### config.mk
export PLATFORM = sky130hd
export DESIGN_NAME = bar_bank
export DESIGN_NICKNAME = d
export VERILOG_FILES = /design/src/rtl/bar_bank_pkg.sv /design/src/rtl/bar_bank_reg.sv /design/src/rtl/bar_bank_hit.sv /design/src/rtl/bar_bank_rd.sv /design/src/rtl/bar_bank.sv
export SDC_FILE = /design/constraint.sdc
export NUM_CORES = 1
export LEC_CHECK = 0
export ABC_AREA = 1
export CORE_ASPECT_RATIO = 0.8
export CORE_MARGIN = 2
export CORE_UTILIZATION = 64
export CTS_CLUSTER_SIZE = 40
export DETAILED_ROUTE_END_ITERATION = 10
export DONT_BUFFER_PORTS = 1
export PLACE_DENSITY = 0.78
export SYNTH_ARGS = -nofsm -noshare
export SYNTH_HDL_FRONTEND = slang
export SYNTH_SLANG_ARGS = --single-unit
### constraint.sdc
create_clock -name clk -period 1.4 [get_ports clk]
set_input_delay 0.07 -clock clk [delete_from_list [all_inputs] [get_ports clk]]
set_output_delay 0.07 -clock clk [all_outputs]
set_load 0.01 [all_outputs]
### src/rtl/bar_bank_pkg.sv
package bar_bank_pkg;

  localparam int unsigned WORD_W = 32;
  localparam int unsigned LANES  = WORD_W / 8;
  localparam int unsigned TYPE_W = 4;

  // Bits kept by a window of 2**lg bytes; zero means the register is absent.
  function automatic logic [WORD_W-1:0] keep_mask(input int unsigned lg);
    logic [WORD_W-1:0] m;
    if (lg < TYPE_W || lg >= WORD_W) begin
      m = '0;
    end else begin
      m = ~((WORD_W'(1) << lg) - WORD_W'(1));
    end
    return m;
  endfunction

  // Read-only low nibble: space indicator, decoder type, prefetch flag.
  function automatic logic [TYPE_W-1:0] type_bits(input logic is_io,
                                                  input logic pref);
    logic [TYPE_W-1:0] t;
    if (is_io) begin
      t = 4'b0001;
    end else begin
      t = {pref, 3'b000};
    end
    return t;
  endfunction

  // Byte-lane merge of a write, restricted to the kept bits.
  function automatic logic [WORD_W-1:0] lane_merge(input logic [WORD_W-1:0] old_v,
                                                   input logic [WORD_W-1:0] new_v,
                                                   input logic [LANES-1:0]  be,
                                                   input logic [WORD_W-1:0] keep);
    logic [WORD_W-1:0] r;
    for (int l = 0; l < LANES; l++) begin
      if (be[l]) begin
        r[l*8 +: 8] = new_v[l*8 +: 8] & keep[l*8 +: 8];
      end else begin
        r[l*8 +: 8] = old_v[l*8 +: 8];
      end
    end
    return r;
  endfunction

  // Address falls inside the aligned window starting at base.
  function automatic logic window_match(input logic [WORD_W-1:0] addr,
                                        input logic [WORD_W-1:0] base,
                                        input logic [WORD_W-1:0] keep);
    return ((addr ^ base) & keep) == '0;
  endfunction

endpackage

### src/rtl/bar_bank_reg.sv
module bar_bank_reg
  import bar_bank_pkg::*;
#(
  parameter int unsigned WIN_LOG2 = 12,
  parameter bit          IS_IO    = 1'b0,
  parameter bit          PREFETCH = 1'b0
) (
  input  logic              clk,
  input  logic              rst_n,
  input  logic              wr_sel,
  input  logic [LANES-1:0]  be,
  input  logic [WORD_W-1:0] wdata,
  output logic [WORD_W-1:0] base_q,
  output logic [WORD_W-1:0] rd_word
);

  localparam logic [WORD_W-1:0] KEEP    = keep_mask(WIN_LOG2);
  localparam bit                PRESENT = (KEEP != '0);
  localparam logic [TYPE_W-1:0] TBITS   = type_bits(IS_IO, PREFETCH);

  generate
    if (PRESENT) begin : g_live
      logic [WORD_W-1:0] stored;
      logic [WORD_W-1:0] next_val;

      always_comb next_val = lane_merge(stored, wdata, be, KEEP);

      always_ff @(posedge clk or negedge rst_n) begin
        if (!rst_n) begin
          stored <= '0;
        end else if (wr_sel) begin
          stored <= next_val;
        end
      end

      assign base_q  = stored;
      assign rd_word = stored | {{(WORD_W-TYPE_W){1'b0}}, TBITS};

      AST_RESET_EMPTY: assert property (@(posedge clk) disable iff (!rst_n)
        $rose(rst_n) |-> stored == '0);
      AST_FULL_WRITE: assert property (@(posedge clk) disable iff (!rst_n)
        (wr_sel && be == '1) |=> stored == ($past(wdata) & KEEP));
      AST_LANE_HOLD: assert property (@(posedge clk) disable iff (!rst_n)
        (wr_sel && !be[1]) |=> stored[15:8] == $past(stored[15:8]));
      AST_LOW_ZERO: assert property (@(posedge clk) disable iff (!rst_n)
        (rd_word & ~KEEP) == {{(WORD_W-TYPE_W){1'b0}}, TBITS});
    end else begin : g_absent
      logic unused_in;
      assign unused_in = ^{wr_sel, be, wdata, clk, rst_n};
      assign base_q  = '0;
      assign rd_word = '0;
    end
  endgenerate

endmodule

### src/rtl/bar_bank_hit.sv
module bar_bank_hit
  import bar_bank_pkg::*;
#(
  parameter int unsigned NUM_BARS            = 6,
  parameter int unsigned WIN_LOG2 [NUM_BARS] = '{12, 20, 8, 0, 4, 16},
  parameter logic [NUM_BARS-1:0] IO_MASK     = 6'b010100
) (
  input  logic              clk,
  input  logic              rst_n,
  input  logic [WORD_W-1:0] base [NUM_BARS],
  input  logic              mem_en,
  input  logic              io_en,
  input  logic [WORD_W-1:0] bus_addr,
  input  logic              bus_is_io,
  output logic [NUM_BARS-1:0] hit
);

  logic mem_cycle_ok;
  logic io_cycle_ok;

  assign mem_cycle_ok = mem_en && !bus_is_io;
  assign io_cycle_ok  = io_en && bus_is_io;

  for (genvar i = 0; i < NUM_BARS; i++) begin : g_cmp
    localparam logic [WORD_W-1:0] KEEP = keep_mask(WIN_LOG2[i]);
    logic space_ok;
    logic addr_ok;

    assign space_ok = IO_MASK[i] ? io_cycle_ok : mem_cycle_ok;
    assign addr_ok  = window_match(bus_addr, base[i], KEEP);
    assign hit[i]   = (KEEP != '0) && space_ok && addr_ok;
  end

  AST_MEM_GATED: assert property (@(posedge clk) disable iff (!rst_n)
    !mem_cycle_ok |-> (hit & ~IO_MASK) == '0);
  AST_IO_GATED: assert property (@(posedge clk) disable iff (!rst_n)
    !io_cycle_ok |-> (hit & IO_MASK) == '0);
  AST_ONE_SPACE: assert property (@(posedge clk) disable iff (!rst_n)
    !((hit & IO_MASK) != '0 && (hit & ~IO_MASK) != '0));

endmodule

### src/rtl/bar_bank_rd.sv
module bar_bank_rd
  import bar_bank_pkg::*;
#(
  parameter int unsigned NUM_BARS = 6,
  localparam int unsigned IDX_W   = $clog2(NUM_BARS)
) (
  input  logic              clk,
  input  logic              rst_n,
  input  logic [IDX_W-1:0]  idx,
  input  logic [WORD_W-1:0] words [NUM_BARS],
  output logic [WORD_W-1:0] rdata
);

  logic idx_valid;

  assign idx_valid = int'(idx) < NUM_BARS;

  always_comb begin
    rdata = '0;
    for (int i = 0; i < NUM_BARS; i++) begin
      if (idx_valid && int'(idx) == i) begin
        rdata = words[i];
      end
    end
  end

  AST_BAD_IDX_ZERO: assert property (@(posedge clk) disable iff (!rst_n)
    !idx_valid |-> rdata == '0);

endmodule

### src/rtl/bar_bank.sv
module bar_bank
  import bar_bank_pkg::*;
#(
  parameter int unsigned NUM_BARS            = 6,
  parameter int unsigned WIN_LOG2 [NUM_BARS] = '{12, 20, 8, 0, 4, 16},
  parameter logic [NUM_BARS-1:0] IO_MASK     = 6'b010100,
  parameter logic [NUM_BARS-1:0] PREF_MASK   = 6'b000010,
  localparam int unsigned IDX_W              = $clog2(NUM_BARS)
) (
  input  logic                clk,
  input  logic                rst_n,
  input  logic                cfg_wr,
  input  logic [IDX_W-1:0]    cfg_idx,
  input  logic [LANES-1:0]    cfg_be,
  input  logic [WORD_W-1:0]   cfg_wdata,
  output logic [WORD_W-1:0]   cfg_rdata,
  input  logic                mem_en,
  input  logic                io_en,
  input  logic [WORD_W-1:0]   bus_addr,
  input  logic                bus_is_io,
  output logic [NUM_BARS-1:0] bar_hit
);

  logic [WORD_W-1:0]   base_q  [NUM_BARS];
  logic [WORD_W-1:0]   rd_word [NUM_BARS];
  logic [NUM_BARS-1:0] wr_sel;
  logic [NUM_BARS-1:0] absent;

  for (genvar i = 0; i < NUM_BARS; i++) begin : g_bar
    assign wr_sel[i] = cfg_wr && (cfg_idx == IDX_W'(i));
    assign absent[i] = (keep_mask(WIN_LOG2[i]) == '0);

    bar_bank_reg #(
      .WIN_LOG2 (WIN_LOG2[i]),
      .IS_IO    (IO_MASK[i]),
      .PREFETCH (PREF_MASK[i])
    ) i_reg (
      .clk     (clk),
      .rst_n   (rst_n),
      .wr_sel  (wr_sel[i]),
      .be      (cfg_be),
      .wdata   (cfg_wdata),
      .base_q  (base_q[i]),
      .rd_word (rd_word[i])
    );
  end

  bar_bank_rd #(
    .NUM_BARS (NUM_BARS)
  ) i_rd (
    .clk   (clk),
    .rst_n (rst_n),
    .idx   (cfg_idx),
    .words (rd_word),
    .rdata (cfg_rdata)
  );

  bar_bank_hit #(
    .NUM_BARS (NUM_BARS),
    .WIN_LOG2 (WIN_LOG2),
    .IO_MASK  (IO_MASK)
  ) i_hit (
    .clk       (clk),
    .rst_n     (rst_n),
    .base      (base_q),
    .mem_en    (mem_en),
    .io_en     (io_en),
    .bus_addr  (bus_addr),
    .bus_is_io (bus_is_io),
    .hit       (bar_hit)
  );

  AST_EMPTY_NEVER_HITS: assert property (@(posedge clk) disable iff (!rst_n)
    (bar_hit & absent) == '0);
  AST_NO_STRAY_WRITE: assert property (@(posedge clk) disable iff (!rst_n)
    $onehot0(wr_sel));

endmodule

==> impl_results.md <==
- Critical-path top delay cell: dfrtp_1
- Max_cap viols: 0
- Switching power: 3310 µW
- Gate power share: 0.280
- WP buf/inv: 1
- Clock Sinks: 100
- Core footprint: 9110 µm²
- HPWL Detailed: 14,800 µm
- Tot Pwr: 9380 µW
- Drt wl/cell: 19.4 µm
- Design area: 7100 µm²
- First-pass GRT wire length: 31,900 µm
- Initial DRC Count: 743
- Pleak: 0.00350 µW
- Peak VDD IR: 0.000970 V
- Die Width: 113 µm
- Num CTS Buffers: 9
- Synth warn: 0
- CTS Buffer Depth: 2
- Final WL: 20,600 µm
- Number of I/O port buffers: 0
- Switching Fraction: 0.353
- Pwr dens: 1320 nW/µm²
- Vias in the first global route: 5,852
- Antenna Nets Post-Route: 0
- Grt ovf: 0
- Hold Path Class: input port to asynchronous set/reset pin
- Htree depth: 3
- Largest register FFs: 100
- # IOs: 115
- Kind of critical path: flip-flop to output pin
- Finish-stage setup viols: 5
- Largest delay contributor family on the critical path: simple AND/OR/NAND/NOR gates
- Sequential element share of the synthesized area: 0.415
- Seq pwr share: 0.438
- Critical Path AT: 1570 ps
- Final worst path period need: 1640 ps
- Clock-pin slew on the worst setup and hold paths: 70 ps
- Synth cell types: 30
- Hold Vio Cnt, Final: 100
- Period utilisation layout: 1.17
- CP Max Fanout: 2
- CTS tree: built
- CP max stage delay: 390 ps
- CP endpoint kind: output pin
- Cells along the critical path: nand2_1 -> nand2_2 -> nor2_2 -> nand2_2 -> nor2_2 -> nand2_1 -> nor2_1 -> buf_4
- GRT Util Overall: 0.410
- Gpl congestion: 0.990
- Internal: 6070 µW
- Netlist Area Pre-Place: 6040 µm²
- Vias per inst: 5.98
- Flops & latches, synth: 100
- Post-route insts no fill: 1,062
- Clock power share: 0.282
- Failing checks: hold timing, setup timing
- Crit path launch: g_bar[0].i_reg.base_q[30]$_DFFE_PN0P_
- Biggest area consumer among synthesized cells: dfrtp_1
- Mean post-synth cell area: 6.77 µm²
- Layout cells sized above 1: 0.147
- ANT cells: 0
- Fin nets: 1,019
- Dpl cells: 999
- Clock latency on the worst-skew pair: 350 ps
- Worst Reg2Reg Path Length in Cells: 3
- Top cell type's share of synthesized area: 0.415
- Startpoint types: flip-flop
- Critical path depth in cells: 8
- Hold_buf cts: 30
- Antenna violations before repair: 0
- Largest net degree at the start of global routing: 101
- Root Buffer: clkbuf_16
- Initial Utilization: 0.662
- Post-DP Area: 6170 µm²
- Row cnt: 31
- Reg-to-reg critical path startpoint: g_bar[2].i_reg.base_q[19]$_DFFE_PN0P_
- Worst hold margin: -598 ps
- Synth-to-layout area growth: 17.6%
- Final WS setup: -242 ps
- Fmax: 609 MHz
- Final slew viol count: 0
- Setup Skew: 0 ps
- RSZ-0062 raised after global routing: yes
- Die Footprint: 10,200 µm²
- Die Ht: 90.9 µm
- Status: finished, violations left
- Post-synthesis cell count: 892
- Vias: 6,347
- FILL cells: 685
- CP required: 1330 ps
- Synth area leaders: dfrtp_1 41%, nand2_1 20%, inv_1 8.0%, o21ai_0 7.2%, nor2_1 4.8%
- First-pass iteration count of the detailed router: 6
- Fin util: 0.779
- DRC: 0
## routing by layer
metal / GRT usage / share of wire / vias to the layer above
met5: 0.0205 / 0 / -
met4: 0.150 / 0.039 / 0
met3: 0.109 / 0.15 / 70
met2: 0.608 / 0.43 / 459
met1: 0.578 / 0.39 / 2943
li1: - / - / 2875
## kinds of logic (layout without fill, tap and decap cells)
logic type | count (synthesis) | after routing | share of synthesized area
xor gates and xnor gates | 21 | 21 | 0.0305
buffers and inverters | 159 | 212 | 0.105
DFF | 100 | 100 | 0.415
AOI/OAI and AO/OA | 156 | 156 | 0.139
and+or+nand+nor | 455 | 455 | 0.310
other | 1 | 3 | 0.000621
## stage by stage
step	setup TNS, ps	setup WS (ps)
after CTS	-699	-231
final	-708	-242
after detailed placement	0	19.6
after global routing	-1100	-319
after global placement	0	53.5
after floorplan	0	380
## synth_stat cells
cell,number
nand2_1,328
o211ai_1,2
buf_2,8
o21ai_1,35
xor2_1,6
nor3_4,1
nor2_2,3
o21ai_0,87
nand3_2,6
o21a_1,3
inv_2,6
or2_2,2
nand4_1,11
nor2_4,5
inv_1,128
nand2_2,3
clkbuf_1,7
nor3_1,1
nand2_4,1
nor2_1,78
conb_1,1
buf_4,8
o221ai_1,4
o22ai_1,18
buf_1,2
nand3_1,16
xnor2_1,15
a21oi_1,5
o2111ai_1,2
dfrtp_1,100
## cell usage in the layout (no fill, tap or decap), types with 18 or more instances in the layout
cell type / netlist / layout
o22ai_1: 18 / 18
o21ai_0: 87 / 76
nand2_1: 328 / 309
buf_4: 8 / 28
nand2_2: 3 / 22
inv_2: 6 / 20
inv_1: 128 / 114
nor2_2: 3 / 18
dfrtp_1: 100 / 99
dlygate4sd3_1: 0 / 30
o21ai_1: 35 / 41
nor2_1: 78 / 60
## area by class of cell
class	instances	area (µm²)	share of cell area
Clock buffer	12	256	0.0361
Clock inverter	4	56.3	0.00793
Inverter	134	503	0.0708
Multi-Input combinational cell	635	3080	0.434
Sequential cell	100	2500	0.353
Tap cell	115	144	0.0203
Timing Repair Buffer	62	556	0.0782
## worst paths after layout
check,slack [ps],end
min,-600,g_bar[2].i_reg.base_q[9]$_DFFE_PN0P_
max in group asynchronous,1860,g_bar[5].i_reg.base_q[31]$_DFFE_PN0P_
max reg2reg,500,g_bar[2].i_reg.base_q[19]$_DFFE_PN0P_
min reg2reg,500,g_bar[2].i_reg.base_q[17]$_DFFE_PN0P_
max,-240,bar_hit[0]
min in group clk,10,g_bar[4].i_reg.base_q[5]$_DFFE_PN0P_
## power groups by stage
| stage | Clock (µW) | Sequential, µW | Combinational, µW |
|---|---|---|---|
| floorplan | 0 | 3940 | 1570 |
| global placement | 0 | 4080 | 2050 |
| global route | 2740 | 4160 | 2890 |
| CTS | 2640 | 4060 | 2340 |
| finish | 2640 | 4110 | 2630 |
| detailed placement | 0 | 4110 | 2120 |
## timing repair
action,4_1_cts,5_1_grt
pin swaps,24,38
resized for setup,23,61
hold endpoints to repair,198,100
setup buffers,7,10
endpoints found under the setup margin,5,8
(Power assumes the default switching activity.)
